File: src/rtl/dps_pkg.sv
package dps_pkg;

    // Bit positions software relies on
    localparam int HS_EN_BIT  = 1;
    localparam int VS_EN_BIT  = 2;
    localparam int DAC_EN_BIT = 3;
    localparam int HPOL_BIT   = 8;
    localparam int VPOL_BIT   = 9;
    localparam int SKEW_LSB   = 14;
    localparam int SKEW_W     = 3;
    localparam int PANEL_BIT  = 24;
    localparam logic [SKEW_W-1:0] SKEW_RST = 3'd4;

    typedef enum logic [2:0] {
        PS_UNBLANK = 3'd0,
        PS_BLANK   = 3'd1,
        PS_VSUSP   = 3'd2,
        PS_HSUSP   = 3'd3,
        PS_PWRDN   = 3'd4
    } ps_mode_e;

    typedef struct packed {
        logic [SKEW_W-1:0] skew;
        logic              vpol;
        logic              hpol;
        logic              dac_en;
        logic              vs_en;
        logic              hs_en;
    } cfg_t;

    typedef struct packed {
        logic ok;
        logic hs;
        logic vs;
        logic dac;
        logic panel;
    } ps_act_t;

    function automatic ps_act_t ps_decode(input logic [2:0] code);
        ps_act_t a;
        a = '0;
        case (code)
            PS_UNBLANK: a = '{ok: 1'b1, hs: 1'b1, vs: 1'b1, dac: 1'b1, panel: 1'b1};
            PS_BLANK:   a = '{ok: 1'b1, hs: 1'b1, vs: 1'b1, dac: 1'b0, panel: 1'b1};
            PS_VSUSP:   a = '{ok: 1'b1, hs: 1'b1, vs: 1'b0, dac: 1'b0, panel: 1'b1};
            PS_HSUSP:   a = '{ok: 1'b1, hs: 1'b0, vs: 1'b1, dac: 1'b0, panel: 1'b1};
            PS_PWRDN:   a = '{ok: 1'b1, hs: 1'b0, vs: 1'b0, dac: 1'b0, panel: 1'b0};
            default:    a = '0;
        endcase
        return a;
    endfunction

endpackage

File: src/rtl/dps_regs.sv
module dps_regs
    import dps_pkg::*;
#(
    parameter int ADDR_W = 12,
    parameter int DATA_W = 32,
    parameter logic [ADDR_W-1:0] CFG_OFS = 12'h008,
    parameter logic [ADDR_W-1:0] PNL_OFS = 12'h410
) (
    input  logic              clk,
    input  logic              rst_n,
    input  logic              wr_en,
    input  logic [ADDR_W-1:0] addr,
    input  logic [DATA_W-1:0] wdata,
    output logic [DATA_W-1:0] rdata,
    input  logic              cmd_valid,
    input  logic [2:0]        cmd,
    output cfg_t              cfg,
    output logic              panel,
    output logic              cmd_err
);

    typedef struct packed {
        cfg_t cfg;
        logic panel;
        logic err;
    } regs_t;

    localparam regs_t REGS_RST = '{
        cfg:   '{skew: SKEW_RST, vpol: 1'b0, hpol: 1'b0,
                 dac_en: 1'b0, vs_en: 1'b0, hs_en: 1'b0},
        panel: 1'b0,
        err:   1'b0
    };

    regs_t   regs_d, regs_q;
    ps_act_t act;
    logic    cfg_hit, pnl_hit;

    wire unused_wdata = ^wdata;

    assign cfg_hit = (addr == CFG_OFS);
    assign pnl_hit = (addr == PNL_OFS);

    always_comb begin
        act    = ps_decode(cmd);
        regs_d = regs_q;
        regs_d.err = 1'b0;
        if (wr_en && cfg_hit) begin
            regs_d.cfg.hs_en  = wdata[HS_EN_BIT];
            regs_d.cfg.vs_en  = wdata[VS_EN_BIT];
            regs_d.cfg.dac_en = wdata[DAC_EN_BIT];
            regs_d.cfg.hpol   = wdata[HPOL_BIT];
            regs_d.cfg.vpol   = wdata[VPOL_BIT];
            regs_d.cfg.skew   = wdata[SKEW_LSB +: SKEW_W];
        end
        if (wr_en && pnl_hit) begin
            regs_d.panel = wdata[PANEL_BIT];
        end
        // Command overrides the enables and panel bit of a same-cycle write
        if (cmd_valid) begin
            if (act.ok) begin
                regs_d.cfg.hs_en  = act.hs;
                regs_d.cfg.vs_en  = act.vs;
                regs_d.cfg.dac_en = act.dac;
                regs_d.panel      = act.panel;
            end else begin
                regs_d.err = 1'b1;
            end
        end
    end

    always_ff @(posedge clk or negedge rst_n) begin
        if (!rst_n) regs_q <= REGS_RST;
        else        regs_q <= regs_d;
    end

    always_comb begin
        rdata = '0;
        if (cfg_hit) begin
            rdata[HS_EN_BIT]             = regs_q.cfg.hs_en;
            rdata[VS_EN_BIT]             = regs_q.cfg.vs_en;
            rdata[DAC_EN_BIT]            = regs_q.cfg.dac_en;
            rdata[HPOL_BIT]              = regs_q.cfg.hpol;
            rdata[VPOL_BIT]              = regs_q.cfg.vpol;
            rdata[SKEW_LSB +: SKEW_W]    = regs_q.cfg.skew;
        end else if (pnl_hit) begin
            rdata[PANEL_BIT]             = regs_q.panel;
        end
    end

    assign cfg     = regs_q.cfg;
    assign panel   = regs_q.panel;
    assign cmd_err = regs_q.err;

endmodule

File: src/rtl/dps_sync_gate.sv
module dps_sync_gate (
    input  logic clk,
    input  logic rst_n,
    input  logic raw,
    input  logic en,
    input  logic pol,
    output logic sync_out
);

    logic out_d, out_q;

    // Asserted level equals pol, idle level is its inverse
    always_comb begin
        out_d = (en && raw) ? pol : ~pol;
    end

    always_ff @(posedge clk or negedge rst_n) begin
        if (!rst_n) out_q <= 1'b1;
        else        out_q <= out_d;
    end

    assign sync_out = out_q;

endmodule

File: src/rtl/dps_video_gate.sv
module dps_video_gate #(
    parameter int RGB_W = 24
) (
    input  logic             clk,
    input  logic             rst_n,
    input  logic             dac_en,
    input  logic             de,
    input  logic [RGB_W-1:0] pix,
    output logic [RGB_W-1:0] rgb
);

    logic [RGB_W-1:0] rgb_d, rgb_q;

    always_comb begin
        rgb_d = (dac_en && de) ? pix : '0;
    end

    always_ff @(posedge clk or negedge rst_n) begin
        if (!rst_n) rgb_q <= '0;
        else        rgb_q <= rgb_d;
    end

    assign rgb = rgb_q;

endmodule

File: src/rtl/dps_ctrl.sv
module dps_ctrl
    import dps_pkg::*;
#(
    parameter int ADDR_W = 12,
    parameter int DATA_W = 32,
    parameter int RGB_W  = 24,
    parameter logic [ADDR_W-1:0] CFG_OFS = 12'h008,
    parameter logic [ADDR_W-1:0] PNL_OFS = 12'h410
) (
    input  logic              clk,
    input  logic              rst_n,
    input  logic              reg_wr_en,
    input  logic [ADDR_W-1:0] reg_addr,
    input  logic [DATA_W-1:0] reg_wdata,
    output logic [DATA_W-1:0] reg_rdata,
    input  logic              ps_cmd_valid,
    input  logic [2:0]        ps_cmd,
    output logic              ps_cmd_err,
    input  logic              tg_hsync,
    input  logic              tg_vsync,
    input  logic              tg_de,
    input  logic [RGB_W-1:0]  pix_in,
    output logic              crt_hsync,
    output logic              crt_vsync,
    output logic [RGB_W-1:0]  crt_rgb,
    output logic              panel_pwr
);

    localparam int N_AXIS = 2;

    cfg_t              cfg_w;
    logic [N_AXIS-1:0] raw_s, en_s, pol_s, out_s;

    dps_regs #(
        .ADDR_W (ADDR_W),
        .DATA_W (DATA_W),
        .CFG_OFS(CFG_OFS),
        .PNL_OFS(PNL_OFS)
    ) u_regs (
        .clk      (clk),
        .rst_n    (rst_n),
        .wr_en    (reg_wr_en),
        .addr     (reg_addr),
        .wdata    (reg_wdata),
        .rdata    (reg_rdata),
        .cmd_valid(ps_cmd_valid),
        .cmd      (ps_cmd),
        .cfg      (cfg_w),
        .panel    (panel_pwr),
        .cmd_err  (ps_cmd_err)
    );

    // Axis 0 horizontal, axis 1 vertical
    assign raw_s = {tg_vsync, tg_hsync};
    assign en_s  = {cfg_w.vs_en, cfg_w.hs_en};
    assign pol_s = {cfg_w.vpol, cfg_w.hpol};

    for (genvar g = 0; g < N_AXIS; g++) begin : g_axis
        dps_sync_gate u_gate (
            .clk     (clk),
            .rst_n   (rst_n),
            .raw     (raw_s[g]),
            .en      (en_s[g]),
            .pol     (pol_s[g]),
            .sync_out(out_s[g])
        );
    end

    assign crt_hsync = out_s[0];
    assign crt_vsync = out_s[1];

    dps_video_gate #(.RGB_W(RGB_W)) u_video (
        .clk   (clk),
        .rst_n (rst_n),
        .dac_en(cfg_w.dac_en),
        .de    (tg_de),
        .pix   (pix_in),
        .rgb   (crt_rgb)
    );

endmodule

File: config.mk
export PLATFORM = sky130hd
export DESIGN_NAME = dps_ctrl
export DESIGN_NICKNAME = d
export VERILOG_FILES = /design/src/rtl/dps_pkg.sv /design/src/rtl/dps_regs.sv /design/src/rtl/dps_sync_gate.sv /design/src/rtl/dps_video_gate.sv /design/src/rtl/dps_ctrl.sv
export SDC_FILE = /design/constraint.sdc
export NUM_CORES = 1
export LEC_CHECK = 0
export ABC_CLOCK_PERIOD_IN_PS = 1900
export BUFFER_PORTS_ARGS = -buffer_cell sky130_fd_sc_hd__buf_2
export CAP_MARGIN = 20
export CORE_MARGIN = 1.5
export CORE_UTILIZATION = 41
export DETAILED_ROUTE_END_ITERATION = 10
export PLACE_DENSITY = 0.85
export SLEW_MARGIN = 20
export SYNTH_ARGS = -nofsm -noshare
export SYNTH_HDL_FRONTEND = slang
export SYNTH_SLANG_ARGS = --single-unit
File: constraint.sdc
create_clock -name clk -period 1.9 [get_ports clk]
set_input_delay 0.19 -clock clk [delete_from_list [all_inputs] [get_ports clk]]
set_output_delay 0.19 -clock clk [all_outputs]
set_load 0.01 [all_outputs]
==> run metrics <==
Die Wd 65.62 µm; final setup vio count 0; via count 1216; total grt overflow 0; RSZ-0062 raised after global routing no; filler cell count 340; initial antenna violation count 0; global-route wire length before repair 4664 µm; Static Leak 1.330 nW; post-CTS setup buffer count 0; critical path type in2out; CTS tree yes; insertion delay to the later sink of the worst-skew pair 0.27 ns; synth unique cells 27; status complete, but fails checks; nets 304; failing checks negative hold slack; area of the mapped netlist 1608 µm²; Clk pin slew, worst setup/hold paths 0.06 ns; asr flop ratio synth 100.0%; Startpoint Class primary input; vias per cell 4.422; area delta synth->final 31.52%; I/O Buffers 91; GRT Util Overall 14.56%; Clock Sinks 36; slew of the pin with the lowest slew margin 0.7463 ns; crit share post-route 86.21%; pin count of the biggest net entering global routing 37; Sequential Area 904.6 µm²; Critical Path AT 1.45 ns; top post-synthesis cells by area dfrtp_1 51%, buf_4 11%, and3_1 9.3%, dfstp_2 4.9%, and2_1 3.5%; Cell Pwr Density 706.4 nW/µm²; core area 3716 µm²; skew final 0.003168 ns; Avg Cell Area, Syn 12.27 µm²; Tot Pwr 1.494 mW; share of the synthesized area in the top cell type 51.36%; Post-synth top flop dfrtp_1; Worst EP required 1.71 ns; DIE HEIGHT 65.62 µm; Root Buffer clkbuf_8; routed len/inst 11.28 µm; endpoints failing hold 33; IO Pins 138; non-filler cells, final 275; area of the multi-input gates 594.3 µm²; FMAX 610.5 MHz; Peak VDD IR 0.3640 mV; final count of pins violating max slew 0; setup_tns 0 ns; RePlAce Congestion 0.7617; final core utilization 56.90%; Rows 22; Synth Instances 131; Die Area 4306 µm²; vias in the first global route 1070; Hold WS -0.01369 ns; CP Capture Type output port; diode count 0; number of synthesized flops with an enable pin 0; post-route cell area 2115 µm²; layout cells sized above 1 49.34%; number of max-cap violations 0; H-tree Lvls 2; DR pass1 iterations 4; Total Wirelength 3102 µm; post-synthesis sequential area ratio 56.26%; Placed Area 2033 µm²; CTS resizes 0; Starting Density 43.27%; cts bufs inserted 5; FF+latch count, synth 36; Max FO, Critical Path 8; # placed instances 267; most frequent cell after synthesis dfrtp_1; DP Wirelength 2504 µm; Setup WS pre-CTS 0.2410 ns; Final WS setup 0.2621 ns; Synth top cells by count 33 x dfrtp_1, 24 x and3_1, 23 x buf_4; Slew headroom 50.25%; top cell type by total area after synthesis dfrtp_1; min-delay worst type in2async; Post-DRT Antenna Nets 0; Syn. warnings 0; Residual DRC 0; CTS max path bufs 2; cts hold-fix bufs 0; min Tclk post-route 1.638 ns; DRT iter0 DRCs 27
-- path summary, 6_finish.rpt --
path                               startpoint                   endpoint  slack [ns]  depth (start not counted)
worst max-delay path              reg_addr[1]               reg_rdata[8]        0.26                          6
worst min-delay path                    rst_n              u_regs.cfg[6]       -0.01                          1
worst max register to register  u_regs.cfg[2]             u_video.rgb[4]        0.86                          2
min in group clk                 ps_cmd_valid             u_regs.cmd_err        0.14                          3
worst min register to register  u_regs.cfg[4]  g_axis[1].u_gate.sync_out        0.46                          1
max in group asynchronous               rst_n             u_video.rgb[4]        1.44                          1
-- layout by cell type, fill, tap and decap left out, drive strengths merged --
cell type  netlist  layout
o22ai            1       1
nor2b            2       2
inv              1       1
clkbuf           4       7
nor3             1       1
clkinv           0       1
and3            24      24
mux2i            4       4
o21ai            3       3
a21o             1       1
nand4            2       2
xor2             2       2
nand2b           1       1
nor2             1       1
buf             23      93
and2             9       9
dfstp            3       3
conb             1      23
mux2             5       5
nand2            4       4
nor4             2       2
dfrtp           33      33
nor3b            2       2
and3b            1       1
o32ai            1       1
-- cells by family after synthesis --
group	after synthesis	share of synthesized area, %
other cells	1	0.2332
flops	36	56.26
buf+inv	28	11.91
compound gates	6	2.335
simple gates	49	22.18
xor+xnor	2	1.090
mux	9	5.992
-- layout make-up --
type / instances / share of cell area [%]
clock buffers: 7 / 3.609
clock inverters: 1 / 0.2367
inverters: 1 / 0.1775
multi-input cells: 89 / 28.11
flip-flops and latches: 36 / 42.78
well taps: 48 / 2.840
repair buffers: 93 / 22.25
-- layer usage --
layer / GRT usage (%) / vias up / routed length (µm)
met4: 6.771 / 0 / 53
met5: 0 / - / 0
li1: - / 589 / -
met1: 15.41 / 563 / 1194
met3: 4.452 / 4 / 192
met2: 26.14 / 60 / 1663
-- flip-flops by register name (all words and copies together) (netlist names) --
register / cells
g_axis.u_gate.sync_out: 2
u_regs.cmd_err: 1
u_regs.panel: 1
u_video.rgb: 24
u_regs.cfg: 8
-- worst max-delay path: stages --
cell and delay, ns:
buf_2 0.11, nor4_4 0.39, nand2_2 0.13, nor3b_4 0.32, and2_1 0.18, buf_2 0.12
-- report_power, final --
part | switching [mW] | leakage (nW) | internal (mW)
Combinational | 0.107 | 0.807 | 0.0832
Clock | 0.229 | 0.0422 | 0.257
Sequential | 0.0178 | 0.481 | 0.800
Total | 0.354 | 1.33 | 1.14
No activity file was read; power rests on OpenSTA's default activity.
